<file path="src/rtl/mosiPkg.sv">
package mosiPkg;

  typedef enum logic [1:0] {
    LS_INV = 2'd0,
    LS_SHR = 2'd1,
    LS_OWN = 2'd2,
    LS_MOD = 2'd3
  } lineState_t;

  typedef enum logic [2:0] {
    BC_NONE  = 3'd0,
    BC_RDSH  = 3'd1,
    BC_RDEX  = 3'd2,
    BC_INVAL = 3'd3,
    BC_WBACK = 3'd4
  } busCmd_t;

  typedef enum logic [1:0] {
    OP_NONE  = 2'd0,
    OP_LOAD  = 2'd1,
    OP_STORE = 2'd2,
    OP_EVICT = 2'd3
  } cpuOp_t;

  // Strobes from the control to the line store
  typedef struct packed {
    logic       cpuWr;    // write state at the processor index
    logic       cpuFill;  // load the processor tag at that index
    lineState_t cpuNext;
    logic       snpWr;    // write state at the snooped index
    lineState_t snpNext;
    logic       supply;   // drive data for this snoop next cycle
  } lineStrobe_t;

endpackage

</file>
<file path="src/rtl/mosiLineStore.sv">
module mosiLineStore
  import mosiPkg::*;
#(
  parameter int ADDR_W = 12,
  parameter int IDX_W  = 2,
  parameter int ID_W   = 2,
  parameter int MY_ID  = 1
) (
  input  logic              clk,
  input  logic              rstN,
  input  logic [ADDR_W-1:0] cpuAddr,
  input  logic [ADDR_W-1:0] snoopAddr,
  input  lineStrobe_t       strb,
  output lineState_t        cpuState,
  output lineState_t        victimState,
  output logic [ADDR_W-1:0] victimAddr,
  output lineState_t        snpState,
  output logic              dataValid,
  output logic [ID_W-1:0]   dataId
);

  localparam int LINES = 1 << IDX_W;
  localparam int TAG_W = ADDR_W - IDX_W;

  lineState_t       stateArr [LINES];
  logic [TAG_W-1:0] tagArr   [LINES];
  logic             supplyReg;

  logic [IDX_W-1:0] cpuIdx, snpIdx;
  logic [TAG_W-1:0] cpuTag, snpTag;
  logic             cpuTagHit, snpTagHit;

  assign cpuIdx = cpuAddr[IDX_W-1:0];
  assign cpuTag = cpuAddr[ADDR_W-1:IDX_W];
  assign snpIdx = snoopAddr[IDX_W-1:0];
  assign snpTag = snoopAddr[ADDR_W-1:IDX_W];

  assign cpuTagHit = (tagArr[cpuIdx] == cpuTag);
  assign snpTagHit = (tagArr[snpIdx] == snpTag);

  // Tag compare: a mismatch looks Invalid to the requester
  assign cpuState    = cpuTagHit ? stateArr[cpuIdx] : LS_INV;
  assign victimState = cpuTagHit ? LS_INV : stateArr[cpuIdx];
  assign victimAddr  = {tagArr[cpuIdx], cpuIdx};
  assign snpState    = snpTagHit ? stateArr[snpIdx] : LS_INV;

  always_ff @(posedge clk) begin
    if (!rstN) begin
      for (int i = 0; i < LINES; i++) begin
        stateArr[i] <= LS_INV;
        tagArr[i]   <= '0;
      end
      supplyReg <= 1'b0;
    end else begin
      if (strb.cpuWr)   stateArr[cpuIdx] <= strb.cpuNext;
      if (strb.cpuFill) tagArr[cpuIdx]   <= cpuTag;
      if (strb.snpWr)   stateArr[snpIdx] <= strb.snpNext;
      supplyReg <= strb.supply;
    end
  end

  assign dataValid = supplyReg;
  assign dataId    = supplyReg ? ID_W'(MY_ID) : '0;

  AST_SUPPLY_FROM_DIRTY: assert property (@(posedge clk) disable iff (!rstN)
    strb.supply |-> (snpState == LS_MOD || snpState == LS_OWN)) else $error("supply from clean line");

  AST_CPU_SNOOP_EXCLUSIVE: assert property (@(posedge clk) disable iff (!rstN)
    !(strb.cpuWr && strb.snpWr)) else $error("processor and snoop update in one cycle");

endmodule

</file>
<file path="src/rtl/mosiCoherCtl.sv">
module mosiCoherCtl
  import mosiPkg::*;
(
  input  logic        clk,
  input  logic        rstN,
  input  cpuOp_t      cpuOp,
  input  lineState_t  cpuState,
  input  lineState_t  victimState,
  input  logic        busGnt,
  input  logic        snoopValid,
  input  busCmd_t     snoopCmd,
  input  lineState_t  snpState,
  output logic        busReq,
  output busCmd_t     busCmdOut,
  output logic        useVictim,
  output logic        cpuDone,
  output lineStrobe_t strb
);

  busCmd_t    needCmd;
  lineState_t nextState;
  logic       needWr, needFill, victimStep, victimDirty, go;

  assign victimDirty = (victimState == LS_MOD) || (victimState == LS_OWN);

  // Request decode, evaluated again on every cycle from the current state
  always_comb begin
    needCmd    = BC_NONE;
    nextState  = cpuState;
    needWr     = 1'b0;
    needFill   = 1'b0;
    victimStep = 1'b0;
    unique case (cpuOp)
      OP_LOAD: begin
        if (cpuState == LS_INV) begin
          if (victimDirty) begin
            needCmd = BC_WBACK; victimStep = 1'b1;
            needWr = 1'b1; nextState = LS_INV;
          end else begin
            needCmd = BC_RDSH; needWr = 1'b1; needFill = 1'b1; nextState = LS_SHR;
          end
        end
      end
      OP_STORE: begin
        unique case (cpuState)
          LS_INV: begin
            if (victimDirty) begin
              needCmd = BC_WBACK; victimStep = 1'b1;
              needWr = 1'b1; nextState = LS_INV;
            end else begin
              needCmd = BC_RDEX; needWr = 1'b1; needFill = 1'b1; nextState = LS_MOD;
            end
          end
          LS_SHR, LS_OWN: begin
            needCmd = BC_INVAL; needWr = 1'b1; nextState = LS_MOD;
          end
          default: ;
        endcase
      end
      OP_EVICT: begin
        unique case (cpuState)
          LS_MOD, LS_OWN: begin needCmd = BC_WBACK; needWr = 1'b1; nextState = LS_INV; end
          LS_SHR:         begin needWr = 1'b1; nextState = LS_INV; end
          default: ;
        endcase
      end
      default: ;
    endcase
  end

  assign busReq    = (cpuOp != OP_NONE) && (needCmd != BC_NONE);
  assign busCmdOut = busReq ? needCmd : BC_NONE;
  assign useVictim = victimStep;
  // Snoop has priority: no processor step in a snoop cycle
  assign go        = (cpuOp != OP_NONE) && !snoopValid && (needCmd == BC_NONE || busGnt);
  assign cpuDone   = go && !victimStep;

  // Snoop decode
  always_comb begin
    strb.snpWr   = 1'b0;
    strb.snpNext = snpState;
    strb.supply  = 1'b0;
    if (snoopValid && snpState != LS_INV) begin
      unique case (snoopCmd)
        BC_RDSH: if (snpState == LS_MOD || snpState == LS_OWN) begin
          strb.snpWr = 1'b1; strb.snpNext = LS_OWN; strb.supply = 1'b1;
        end
        BC_RDEX: begin
          strb.snpWr = 1'b1; strb.snpNext = LS_INV;
          strb.supply = (snpState == LS_MOD) || (snpState == LS_OWN);
        end
        BC_INVAL: if (snpState == LS_SHR || snpState == LS_OWN) begin
          strb.snpWr = 1'b1; strb.snpNext = LS_INV;
        end
        default: ;
      endcase
    end
  end

  assign strb.cpuWr   = go && needWr;
  assign strb.cpuFill = go && needFill;
  assign strb.cpuNext = nextState;

  AST_SNOOP_BLOCKS_CPU: assert property (@(posedge clk) disable iff (!rstN)
    snoopValid |-> !cpuDone) else $error("completion during snoop");

  AST_LOAD_HIT_QUIET: assert property (@(posedge clk) disable iff (!rstN)
    (cpuOp == OP_LOAD && cpuState != LS_INV) |-> (!busReq && (cpuDone || snoopValid))) else $error("load hit used bus");

  AST_MOD_STORE_SILENT: assert property (@(posedge clk) disable iff (!rstN)
    (cpuOp == OP_STORE && cpuState == LS_MOD) |-> !busReq) else $error("store to M used bus");

  AST_VICTIM_NOT_DONE: assert property (@(posedge clk) disable iff (!rstN)
    (busReq && busCmdOut == BC_WBACK && cpuOp != OP_EVICT) |-> !cpuDone) else $error("victim step completed request");

endmodule

</file>
<file path="src/rtl/mosiSnoopCtrl.sv">
module mosiSnoopCtrl
  import mosiPkg::*;
#(
  parameter int ADDR_W = 12,
  parameter int IDX_W  = 2,
  parameter int ID_W   = 2,
  parameter int MY_ID  = 1
) (
  input  logic              clk,
  input  logic              rstN,
  input  logic [1:0]        cpuOp,
  input  logic [ADDR_W-1:0] cpuAddr,
  output logic              cpuBusy,
  output logic              cpuDone,
  output logic              busReq,
  input  logic              busGnt,
  output logic [2:0]        busCmd,
  output logic [ADDR_W-1:0] busAddr,
  input  logic              snoopValid,
  input  logic [2:0]        snoopCmd,
  input  logic [ADDR_W-1:0] snoopAddr,
  output logic              dataValid,
  output logic [ID_W-1:0]   dataId
);

  lineStrobe_t       strb;
  lineState_t        cpuState, victimState, snpState;
  logic [ADDR_W-1:0] victimAddr;
  busCmd_t           cmdOut;
  logic              useVictim;

  mosiLineStore #(.ADDR_W(ADDR_W), .IDX_W(IDX_W), .ID_W(ID_W), .MY_ID(MY_ID)) u_store (
    .clk(clk), .rstN(rstN), .cpuAddr(cpuAddr), .snoopAddr(snoopAddr), .strb(strb),
    .cpuState(cpuState), .victimState(victimState), .victimAddr(victimAddr),
    .snpState(snpState), .dataValid(dataValid), .dataId(dataId)
  );

  mosiCoherCtl u_ctl (
    .clk(clk), .rstN(rstN), .cpuOp(cpuOp_t'(cpuOp)), .cpuState(cpuState),
    .victimState(victimState), .busGnt(busGnt), .snoopValid(snoopValid),
    .snoopCmd(busCmd_t'(snoopCmd)), .snpState(snpState), .busReq(busReq),
    .busCmdOut(cmdOut), .useVictim(useVictim), .cpuDone(cpuDone), .strb(strb)
  );

  assign busCmd  = cmdOut;
  assign busAddr = useVictim ? victimAddr : cpuAddr;
  assign cpuBusy = busReq && !cpuDone;

  AST_REQ_HAS_CMD: assert property (@(posedge clk) disable iff (!rstN)
    busReq |-> (busCmd != 3'd0)) else $error("request without command");

endmodule

</file>
<file path="config.mk">
export PLATFORM = sky130hd
export DESIGN_NAME = mosiSnoopCtrl
export DESIGN_NICKNAME = d
export VERILOG_FILES = /design/src/rtl/mosiPkg.sv /design/src/rtl/mosiLineStore.sv /design/src/rtl/mosiCoherCtl.sv /design/src/rtl/mosiSnoopCtrl.sv
export SDC_FILE = /design/constraint.sdc
export NUM_CORES = 1
export LEC_CHECK = 0
export ABC_AREA = 1
export BUFFER_PORTS_ARGS = -buffer_cell sky130_fd_sc_hd__clkbuf_2
export CORE_AREA = 3 3 94 96
export DETAILED_ROUTE_END_ITERATION = 10
export DIE_AREA = 0 0 97 99
export GPL_TIMING_DRIVEN = 0
export MAX_ROUTING_LAYER = met4
export PLACE_DENSITY = 0.69
export SYNTH_ARGS = -nofsm -noshare
export SYNTH_HDL_FRONTEND = slang
export SYNTH_HIERARCHICAL = 1
export SYNTH_SLANG_ARGS = --single-unit
</file>
<file path="constraint.sdc">
create_clock -name clk -period 4.2 [get_ports clk]
set_input_delay 0.21 -clock clk [delete_from_list [all_inputs] [get_ports clk]]
set_output_delay 0.21 -clock clk [all_outputs]
set_load 0.02 [all_outputs]
</file>
==> results.txt <==
----------------------------------------------------
[Critical path]
  Slowest Stage Delay on Critical Path ... 0.39 ns
  Critical path launch point type ... flip-flop
  CP max FO ... 10
  Data required time at the worst endpoint ... 4.20 ns
  Sequence of cells on the critical path ... nor2_1, nor2_1, o21ai_1, nand2_1, nand2_1, nand2_1, nor2_1, nand3_1, nor2_1, inv_1, ha_1, a21oi_4, nor2_4, nor2_2, nand2_2, nand2_2, nand2_2, nor2_1, nand2_1, nor2_1, nand2_1, clkbuf_1, nand2_4
  CP top delay family ... simple AND/OR/NAND/NOR gates
  Critical path arrival ... 3.83 ns
  Endpoint kind of the worst setup timing path ... flip-flop
  Number of buffer and inverter stages on the critical path ... 2
  Slowest cell on crit path ... sky130_fd_sc_hd__edfxtp_1
  CP most frequent cell ... sky130_fd_sc_hd__nor2_1
  Kind of critical path ... reg -> reg

[Cells and area]
  Layout-stage area growth over the synthesis result ... 12.26%
  Post-route standard cell area excluding fillers ... 4481 µm²
  Total of fill cells in the finished design ... 792
  Fraction of final layout cells with drive strength greater than 1 ... 0.1426
  Final nets ... 720
  Antenna diode count ... 0

[Placed design]
  Routability congestion estimate ... 0.8697
  Worst-case setup slack after placement ... -0.3133 ns
  Detail Placement HPWL ... 8163 µm
  Placed Instance Area ... 4383 µm²
  Port buffer count ... 52

[Synth]
  Number of warnings issued by yosys ... 6
  Number of instances in the synthesized netlist ... 614
  Synth Cell Area ... 3991 µm²
  Synthesized net count ... 661
  Average cell area after synthesis ... 6.501 µm²

[Floorplanning]
  Die X ... 97 µm
  Initial Utilization ... 0.4907
  Number of rows in the core area ... 33
  Core box area ... 8134 µm²
  Die area ... 9603 µm²
  I/O pin count ... 54
  Die Y-Extent ... 99 µm

[Global routing]
  Pin count of the biggest net entering global routing ... 15
  Leftover overflow at the end of global routing ... 0
  Global routing usage summed across all routing layers ... 0.2219
  First-pass GRT wire length ... 16660 µm
  Initial antenna violation count ... 0
  Via count of the first global-routing pass ... 3512

[Power and ir drop]
  Power share of the sequential group ... 0.506
  Cell-internal power ... 0.7634 mW
  Combinational group share of total power ... 0.261
  Power per standard cell area ... 250.0 nW/µm²
  Clock network fraction of total power ... 0.234
  Static Leak ... 2.375 nW
  Net switching fraction of the power ... 0.3184
  Net switching power figure ... 0.3567 mW
  Highest ir drop seen on vdd ... 0.0001224 V

[Status]
  Result of the run ... complete, no violations

[STA]
  Final-report hold violation count ... 0
  Final Max Slew Viols ... 0
  Share of the cycle needed by the critical path after routing ... 0.9120
  Normalized max-slew margin ... 0.4356
  Final setup slack of the worst path ... 0.3696 ns
  RSZ-0062 raised after global routing ... false
  Max Fclk ... 261.1 MHz
  Hold slack ... 0.3248 ns
  Accumulated negative setup slack ... 0 ns
  Setup violation total in the final timing report ... 0
  Time the final worst path needs with I/O delays and setup ... 3.830 ns
  Setup skew after layout ... 0.006412 ns
  Worst Max-Slew Pin Slew ... 0.8410 ns

[Clocking]
  Worst-path clk slew ... 0.08 ns
  Root buffer cell ... sky130_fd_sc_hd__clkbuf_8
  Clock Latency Late Sink ... 0.30 ns
  Total number of clock tree sinks ... 49
  CTS tree ... built
  Level count of the clock H-tree ... 2
  Max clock buf depth ... 2
  Post-CTS Hold Buffers ... 0
  Clock buffers created by TritonCTS ... 5
  Post-CTS Setup Repair Bufs ... 0

[Drt]
  Drt first pass iters ... 5
  DRC viols ... 0
  Number of routed nets with antenna violations ... 0
  Total wire length ... 10440 µm
  Post-DR vias/cell ... 5.136
  Vias ... 3996
  Starting DRC count in detailed routing ... 363
  Detailed-route wire length per cell ... 13.42 µm

[Min path]
  Path category of the worst min-delay check ... in -> reg

[Run]
  Max-cap violations ... 0

----------------------------------------------------
## through the flow
stage / power, mW / util / instances
finish: 1.120 / 0.5508 / 778
global route: 1.176 / 0.5508 / 778
CTS: 1.118 / 0.5487 / 778
detailed placement: 0.8644 / 0.5388 / 771
global placement: 0.8581 / 0.5388 / 771
floorplan: 0.7731 / - / 614
## flip-flops by register name, summed over array words and instances, names as in the netlist
name               count
u_store/tagArr        40
u_store/dataValid      1
u_store/stateArr       8
## worst reg2reg max path: cells and delay by family, from the launching register on
kind / cells / cell delay, ns
and+or+nand+nor: 18 / 2.03
AOI/OAI and AO/OA: 2 / 0.31
DFF: 1 / 0.39
adders and majority gates: 1 / 0.37
buffers and inverters: 2 / 0.42
## final timing paths
| kind | startpoint | end | slack, ns | depth (start not counted) |
|---|---|---|---|---|
| min reg2reg | u_store/stateArr[1][1] | u_store/stateArr[0][1] | 1.24 | 8 |
| max reg2reg | u_store/tagArr[0][1] | u_store/tagArr[0][7] | 0.37 | 23 |
| min | cpuAddr[10] | u_store/tagArr[0][8] | 0.32 | 3 |
| max | u_store/tagArr[0][1] | u_store/tagArr[0][7] | 0.37 | 23 |
## power by group through the flow
stage,registers (mW),clock network [mW],logic (mW)
final,0.566,0.262,0.292
after global routing,0.568,0.280,0.329
after CTS,0.566,0.263,0.289
after detailed placement,0.577,0,0.287
after global placement,0.576,0,0.282
after floorplan,0.574,0,0.199
## area by class of cell
cell class              instances  area (µm²)  area share
plain buffers                  26       170.2     0.03798
clock buffers                   5       68.82     0.01536
clock inverters                 2       11.26    0.002513
inverters                      90       340.3     0.07596
multi-input cells             449        2037      0.4546
flip-flops and latches         49        1461      0.3262
well taps                     105       131.4     0.02932
repair buffers                 52       260.3     0.05808
## what timing repair did
action	CTS	global route
cloned	0	0
gates resized for setup	1	5
endpoints found under the setup margin	10	30
## routing by layer
metal	track usage	wire (µm)	vias to the layer above
met1	0.3097	4877	1789
met4	0.04320	110	0
met2	0.3487	4581	169
met3	0.03114	871	11
li1	-	-	2027
met5	-	0	-
## cells in the final DEF, fill, tap and decap left out, drive strengths merged, types with 2 or more instances in the layout
cell type	instances
clkbuf	64
nand2	254
a211oi	3
a31oi	3
o21ai	23
nor3	12
a21oi	7
inv	90
edfxtp	48
nand4	2
a221oi	2
ha	14
nand3	51
nor2	71
buf	19
o22ai	3
No activity file was read; power rests on OpenSTA's default activity.
